--- src/rtl/altlink_pkg.sv ---
package altlink_pkg;

   typedef enum logic {
      TX_TRUE_SLOT = 1'b0,
      TX_COMP_SLOT = 1'b1
   } tx_state_e;

   localparam logic BEAT_TRUE = 1'b0;
   localparam logic BEAT_COMP = 1'b1;

endpackage

--- src/rtl/altlink_hold_detect.sv ---
module altlink_hold_detect #(
   parameter int WIDTH = 8
) (
   input  logic [WIDTH-1:0] first_beat,
   input  logic [WIDTH-1:0] second_beat,
   output logic [WIDTH-1:0] held_lines
);
   // one comparator per bus line: set when the line did not toggle
   for (genvar i = 0; i < WIDTH; i++) begin : g_lane
      assign held_lines[i] = ~(first_beat[i] ^ second_beat[i]);
   end
endmodule

--- src/rtl/altlink_tx.sv ---
module altlink_tx
   import altlink_pkg::*;
#(
   parameter int WIDTH = 8
) (
   input  logic             clk,
   input  logic             rst_n,
   input  logic             in_valid,
   output logic             in_ready,
   input  logic [WIDTH-1:0] in_data,
   output logic [WIDTH-1:0] bus_data,
   output logic             bus_phase,
   output logic             bus_strobe
);
   tx_state_e        state_q;
   logic [WIDTH-1:0] word_q;

   assign in_ready = (state_q == TX_TRUE_SLOT);

   always_ff @(posedge clk) begin
      if (!rst_n) begin
         state_q    <= TX_TRUE_SLOT;
         word_q     <= '0;
         bus_data   <= '0;
         bus_phase  <= BEAT_TRUE;
         bus_strobe <= 1'b0;
      end else begin
         unique case (state_q)
            TX_TRUE_SLOT: begin
               if (in_valid) begin
                  word_q     <= in_data;
                  bus_data   <= in_data;
                  bus_phase  <= BEAT_TRUE;
                  bus_strobe <= 1'b1;
                  state_q    <= TX_COMP_SLOT;
               end else begin
                  bus_strobe <= 1'b0;
               end
            end
            TX_COMP_SLOT: begin
               bus_data   <= ~word_q;
               bus_phase  <= BEAT_COMP;
               bus_strobe <= 1'b1;
               state_q    <= TX_TRUE_SLOT;
            end
            default: state_q <= TX_TRUE_SLOT;
         endcase
      end
   end

   assert_comp_follows_R1: assert property (@(posedge clk) disable iff (!rst_n)
      (bus_strobe && bus_phase == BEAT_TRUE) |=>
         (bus_strobe && bus_phase == BEAT_COMP && bus_data == ~$past(bus_data)));

   assert_ready_drops_R2: assert property (@(posedge clk) disable iff (!rst_n)
      (in_valid && in_ready) |=> !in_ready);

endmodule

--- src/rtl/altlink_rx.sv ---
module altlink_rx
   import altlink_pkg::*;
#(
   parameter int WIDTH = 8
) (
   input  logic             clk,
   input  logic             rst_n,
   input  logic [WIDTH-1:0] bus_data,
   input  logic             bus_phase,
   input  logic             bus_strobe,
   output logic             out_valid,
   output logic [WIDTH-1:0] out_data,
   output logic             err,
   output logic [WIDTH-1:0] err_mask
);
   logic [WIDTH-1:0] hold_q;
   logic             have_q;
   logic [WIDTH-1:0] held_lines;

   altlink_hold_detect #(.WIDTH(WIDTH)) detect_i (
      .first_beat  (hold_q),
      .second_beat (bus_data),
      .held_lines  (held_lines)
   );

   always_ff @(posedge clk) begin
      if (!rst_n) begin
         hold_q    <= '0;
         have_q    <= 1'b0;
         out_valid <= 1'b0;
         out_data  <= '0;
         err       <= 1'b0;
         err_mask  <= '0;
      end else begin
         out_valid <= 1'b0;
         err       <= 1'b0;
         if (bus_strobe) begin
            if (bus_phase == BEAT_TRUE) begin
               hold_q <= bus_data;
               have_q <= 1'b1;
            end else begin
               have_q <= 1'b0;
               if (have_q) begin
                  if (|held_lines) begin
                     err      <= 1'b1;
                     err_mask <= held_lines;
                  end else begin
                     out_valid <= 1'b1;
                     out_data  <= hold_q;
                  end
               end
            end
         end
      end
   end

   assert_single_pulse_R3: assert property (@(posedge clk) disable iff (!rst_n)
      out_valid |=> !out_valid);

   assert_result_after_comp_R4: assert property (@(posedge clk) disable iff (!rst_n)
      (out_valid || err) |-> $past(bus_strobe && bus_phase == BEAT_COMP));

   assert_orphan_dropped_R7: assert property (@(posedge clk) disable iff (!rst_n)
      (bus_strobe && bus_phase == BEAT_COMP && !have_q) |=> (!out_valid && !err));

   assert_exclusive_R10: assert property (@(posedge clk) disable iff (!rst_n)
      !(out_valid && err));

endmodule

--- src/rtl/altlink_top.sv ---
module altlink_top #(
   parameter int WIDTH = 8
) (
   input  logic             clk,
   input  logic             rst_n,
   input  logic             in_valid,
   output logic             in_ready,
   input  logic [WIDTH-1:0] in_data,
   output logic [WIDTH-1:0] tx_data,
   output logic             tx_phase,
   output logic             tx_strobe,
   input  logic [WIDTH-1:0] rx_data,
   input  logic             rx_phase,
   input  logic             rx_strobe,
   output logic             out_valid,
   output logic [WIDTH-1:0] out_data,
   output logic             err,
   output logic [WIDTH-1:0] err_mask
);
   if (WIDTH < 1) begin : g_bad_width
      $error("altlink_top: WIDTH must be at least 1");
   end

   altlink_tx #(.WIDTH(WIDTH)) tx_i (
      .clk        (clk),
      .rst_n      (rst_n),
      .in_valid   (in_valid),
      .in_ready   (in_ready),
      .in_data    (in_data),
      .bus_data   (tx_data),
      .bus_phase  (tx_phase),
      .bus_strobe (tx_strobe)
   );

   altlink_rx #(.WIDTH(WIDTH)) rx_i (
      .clk        (clk),
      .rst_n      (rst_n),
      .bus_data   (rx_data),
      .bus_phase  (rx_phase),
      .bus_strobe (rx_strobe),
      .out_valid  (out_valid),
      .out_data   (out_data),
      .err        (err),
      .err_mask   (err_mask)
   );

   assert_reset_quiet_R9: assert property (@(posedge clk)
      !rst_n |=> (!out_valid && !err && !tx_strobe && in_ready));

endmodule

--- config.mk ---
export PLATFORM = sky130hd
export DESIGN_NAME = altlink_top
export DESIGN_NICKNAME = d
export VERILOG_FILES = /design/src/rtl/altlink_pkg.sv /design/src/rtl/altlink_hold_detect.sv /design/src/rtl/altlink_tx.sv /design/src/rtl/altlink_rx.sv /design/src/rtl/altlink_top.sv
export SDC_FILE = /design/constraint.sdc
export NUM_CORES = 1
export LEC_CHECK = 0
export ABC_AREA = 1
export BUFFER_PORTS_ARGS = -buffer_cell sky130_fd_sc_hd__buf_2
export CAP_MARGIN = 40
export CELL_PAD_IN_SITES_DETAIL_PLACEMENT = 1
export CELL_PAD_IN_SITES_GLOBAL_PLACEMENT = 1
export CORE_AREA = 2 2 78 80
export CTS_CLUSTER_SIZE = 16
export DETAILED_ROUTE_END_ITERATION = 7
export DIE_AREA = 0 0 80 82
export PLACE_DENSITY = 0.86
export SLEW_MARGIN = 10
export SYNTH_ARGS = -nofsm -noshare
export SYNTH_HDL_FRONTEND = slang
export SYNTH_SLANG_ARGS = --single-unit
export TNS_END_PERCENT = 50
--- constraint.sdc ---
create_clock -name clk -period 1.7 [get_ports clk]
set_clock_uncertainty 0.1 [all_clocks]
set_input_delay 0.425 -clock clk [delete_from_list [all_inputs] [get_ports clk]]
set_output_delay 0.425 -clock clk [all_outputs]
set_load 0.005 [all_outputs]
Word level (Yosys, flattened, before mapping)
Cells that the tools add are included.
{"block": "classes", "addsub": 0, "n_mul": 0, "div_mod_pow": 0, "n_lt_le_gt_ge": 0, "n_eq_ne": 1, "shifts": 0, "n_mux": 10, "bitwise_logic": 20, "reduce_logical": 6}
{"cell": "$pmux W8 S2", "count": 1}
{"cell": "$reduce_and A4 Y1", "count": 3}
{"cell": "$not A1 Y1", "count": 11}
{"cell": "$mux W8", "count": 1}
{"cell": "$not A8 Y8", "count": 1}
{"cell": "$reduce_or A8 Y1", "count": 1}
{"cell": "$xor A1 B1 Y1", "count": 8}
{"cell": "$pmux W1 S2", "count": 3}
{"cell": "$mux W1", "count": 5}
{"cell": "$reduce_and A2 Y1", "count": 2}
{"cell": "$ne A2 B2 Y1 const B", "count": 1}
{"block": "totals", "ff_bits": 46, "latch_bits": 0, "mem_bits_rw": 0, "romBits": 0, "inputBits": 21, "output_inout_bits": 29, "n_memories": 0}

Logic depth before layout (Yosys ltp)
{"block": "logic_depth", "ltp_word": 5, "mapped_depth": 11, "ltp_nobuf": 10}

Hierarchy
From an unflattened synthesis, not the netlist that was laid out.
{"block": "unflattened", "hier_cells": 295, "hier_area_um2": 2094.5}
{"module": "altlink_rx", "instances": 1, "cells_each": 152, "area_each_um2": 1169.9, "seq_area_each_um2": 540.5}
{"module": "altlink_tx", "instances": 1, "cells_each": 103, "area_each_um2": 774.5, "seq_area_each_um2": 380.4}
{"module": "altlink_hold_detect", "instances": 1, "cells_each": 40, "area_each_um2": 150.1, "seq_area_each_um2": 0.0}

Worst setup path before layout
No wires, ideal clock.
{"block": "synth_path", "path_kind": "input to register", "from": "input rx_data[3]", "to": "register rx_i.err_mask[4]", "setup_ns": 0.113, "arrival_time_ns": 1.179, "required_time_ns": 1.487, "slack_ns": 0.308, "cell_stages": 11, "path_buffers": 1, "path_cell_list": "inv_1 > nand2_1 > nand2_2 > nand2_1 > nor2_1 > nand2_2 > nand2_4 > buf_6 > nand2_1 > nand2_1 > nor2_1"}
{"block": "synth_between", "elab_chain_len": 4}
{"item": "from (decl)", "line": "altlink_top.sv:12", "rtl": "input logic [WIDTH-1:0] rx_data,"}
{"item": "$xor A1 B1 Y1", "line": "altlink_hold_detect.sv:10", "rtl": "assign held_lines[i] = ~(first_beat[i] ^ second_beat[i]);"}
{"item": "$not A1 Y1", "line": "altlink_hold_detect.sv:10"}
{"item": "$reduce_or A8 Y1", "line": "altlink_rx.sv:44", "rtl": "if (|held_lines) begin"}
{"item": "$reduce_and A4 Y1 (no source line)"}
{"item": "to (signal assigned)", "line": "altlink_rx.sv:46", "rtl": "err_mask <= held_lines;"}
{"item": "to (decl)", "line": "altlink_rx.sv:14", "rtl": "output logic [WIDTH-1:0] err_mask"}
No other way between the ends.
A chain may end at the register's enable or synchronous reset.

Final worst setup path
{"block": "layout_path", "from": "register rx_i.hold_q[2]", "to": "register rx_i.err_mask[7]"}
{"block": "layout_between", "elab_chain_len": 4}
{"item": "from (decl)", "line": "altlink_rx.sv:16", "rtl": "logic [WIDTH-1:0] hold_q;"}
{"item": "from (signal assigned)", "line": "altlink_rx.sv:39", "rtl": "hold_q <= bus_data;"}
{"item": "$xor A1 B1 Y1", "line": "altlink_hold_detect.sv:10"}
{"item": "$not A1 Y1", "line": "altlink_hold_detect.sv:10"}
{"item": "$reduce_or A8 Y1", "line": "altlink_rx.sv:44"}
{"item": "$reduce_and A4 Y1 (no source line)"}
No other way between the ends.

==> results_dict.tcl <==
set metrics [dict create \
    avgSynthCellArea_sq_um 6.72 \
    timing.final.crit_share 0.853 \
    crit_chain "inv_1 > nand2_1 > nand2_1 > nand2_1 > nor2_1 > nand2_2 > nand2_4 > nand2_1 > nand2_1 > nor2_1" \
    ys_types 17 \
    ys.flop_type "dfxtp_1" \
    yosys.area.top_type "dfxtp_1" \
    timing.final.max_slew_violations 0 \
    cp-end-kind "flip-flop" \
    worstPathMaxFanout 15 \
    coreArea_sq_um 5750 \
    final_area_sq_um 2450 \
    cts_made_buffers 5 \
    max_freq_mhz 690 \
    placedCellCount 421 \
    arrival_ps 1550 \
    overflow 0 \
    async_flop_share 0 \
    cp-startpoint "rx_i.hold_q[2]" \
    hp-class "in -> reg" \
    netlist_area_sq_um 2010 \
    final-seq-area_sq_um 921 \
    p_per_area_nw_per_um2 900 \
    initial_core_util 0.350 \
    fillers 791 \
    firstDrtPassIters 4 \
    place_area_sq_um 2340 \
    antenna_cells 0 \
    synth.area.top_cells "dfxtp_1, nand2_1, inv_1" \
    holdWs_ps 280 \
    path_clk_slew_ps 90 \
    tns_ps 0 \
    slowest_delay_ps 340 \
    vias_per_cell 4.42 \
    synth.most_common_cell "nand2_1" \
    drt-total-wl_um 4930 \
    instances_no_fill 429 \
    die_w_um 80 \
    synth_edf_count 0 \
    ir_worst_vdd_mv 0.381 \
    multi_input_area_sq_um 792 \
    rsz0062_at_grt "false" \
    post-cts-setup-buffers 0 \
    synth_cells 299 \
    power_mw 2.21 \
    gp_congestion 0.728 \
    port_buffers 49 \
    synth.top_cell.area_share 0.459 \
    grt_max_degree 19 \
    grt_pass1_wl_um 8320 \
    worstSetupPathType "reg -> reg" \
    h-tree-depth 2 \
    power_leakage_nw 1.36 \
    worstSkewPairLatency_ps 300 \
    cts_root_buffer "clkbuf_8" \
    slowest_stage "dfxtp_1" \
    drt_iter0_drc 24 \
    clk_path_buf_depth 2 \
    yosysWarnings 0 \
    hold_start "rx_data[6]" \
    grt_pass1_vias 1898 \
    drt_drc_violations_left 0 \
    layout_min_cycle_time_ps 1450 \
    layout_setup_ws_ps 250 \
    seq_area_frac_synth 0.459 \
    antenna_found_initial 0 \
    r2r_start "rx_i.hold_q[2]" \
    post-place-ws_ps 44.9 \
    cts.repair.resized 0 \
    ios 50 \
    nets 374 \
    vias 1895 \
    routedWlPerCell_um 11.5 \
    setup_viol 0 \
    crit_path_start_kind "flip-flop" \
    r2r_slack_ps 250 \
    status "finished clean" \
    drive_above_1_share 0.215 \
    dp_hpwl_um 3700 \
    ys_ff_latch 46 \
    syn_nets 320 \
    hold_buffers 0 \
    critical-path-top-delay-family "simple AND/OR/NAND/NOR gates" \
    synthTopCellsByCount "nand2_1, inv_1, nor2_1" \
    cts.sinks 46 \
    worst_pin_slew_ps 463 \
    area_growth_pct 22.2 \
    finalHoldViolCount 0 \
    track_usage 0.163 \
    path_buf_inv 1 \
    ant_nets 0 \
    dieArea_sq_um 6560 \
    cap_viol_max_count 0 \
    max-slew-margin-rel 0.691 \
    row_count 28 \
    worst-endpoint-required_ps 1800 \
    fin_util 0.427 \
    cts_tree "yes" \
    dieHeight_um 82 \
    cpMostUsedCell "nand2_1" \
]
==> path summary, 6_finish.rpt <==
path | cells past startpoint | end
setup / recovery | 10 | rx_i.err_mask[7]
hold / removal | 3 | rx_i.hold_q[6]
setup reg to reg | 10 | rx_i.err_mask[7]
hold reg to reg | 2 | tx_i.word_q[0]
==> final cells by class <==
class,count,area share
sequential,46,0.375
multi-input combinational,180,0.323
timing repair buffer,56,0.121
inverter,64,0.0979
tap,75,0.0382
clock buffer,6,0.0296
clock inverter,2,0.0153
==> metal layers <==
metal,routed length (um),up-vias,track usage
met1,2170,872,0.176
met3,219,6,0.0374
li1,-,978,-
met2,2480,39,0.309
met4,58,0,0.0559
met5,0,-,0
==> worst reg2reg max path: cells and delay by family (launching register included) <==
kind,cells,cell delay [ps]
AND/OR/NAND/NOR,9,830
buffers and inverters,1,60
flip-flops,1,340
==> layout by cell type (no fill, tap or decap) <==
| cell | n |
|---|---|
| nor2_4 | 1 |
| buf_2 | 49 |
| nor2_1 | 47 |
| nor2_2 | 2 |
| nand2_4 | 2 |
| nand2_2 | 7 |
| a21oi_1 | 18 |
| inv_1 | 64 |
| nand3_4 | 1 |
| clkbuf_8 | 5 |
| dfxtp_1 | 46 |
| nand3_1 | 2 |
| o211ai_1 | 1 |
| buf_4 | 7 |
| clkinvlp_4 | 1 |
| clkbuf_1 | 1 |
| bufinv_16 | 1 |
| o21ai_0 | 23 |
| nand2_1 | 76 |
==> logic make-up (layout without fill, tap and decap cells) <==
logic type	count (synthesis)	count (layout)	share of synthesized area
AO/OA/AOI/OAI	42	42	0.106
buffers and inverters	73	128	0.147
flip-flops	46	46	0.459
AND/OR/NAND/NOR	138	138	0.288
==> registers in the layout, summed over array words and instances, names as in the netlist <==
register,flops
rx_i.have_q,1
rx_i.hold_q,8
rx_i.out_data,8
rx_i.err_mask,8
tx_i.bus_phase,1
rx_i.out_valid,1
tx_i.state_q,1
tx_i.word_q,8
tx_i.bus_data,8
tx_i.bus_strobe,1
rx_i.err,1
==> power breakdown <==
group | internal [mW] | switching, mW
logic | 0.0990 | 0.152
clock network | 0.439 | 0.362
registers | 1.13 | 0.0303
total | 1.66 | 0.545
No activity file was read; power rests on OpenSTA's default activity.
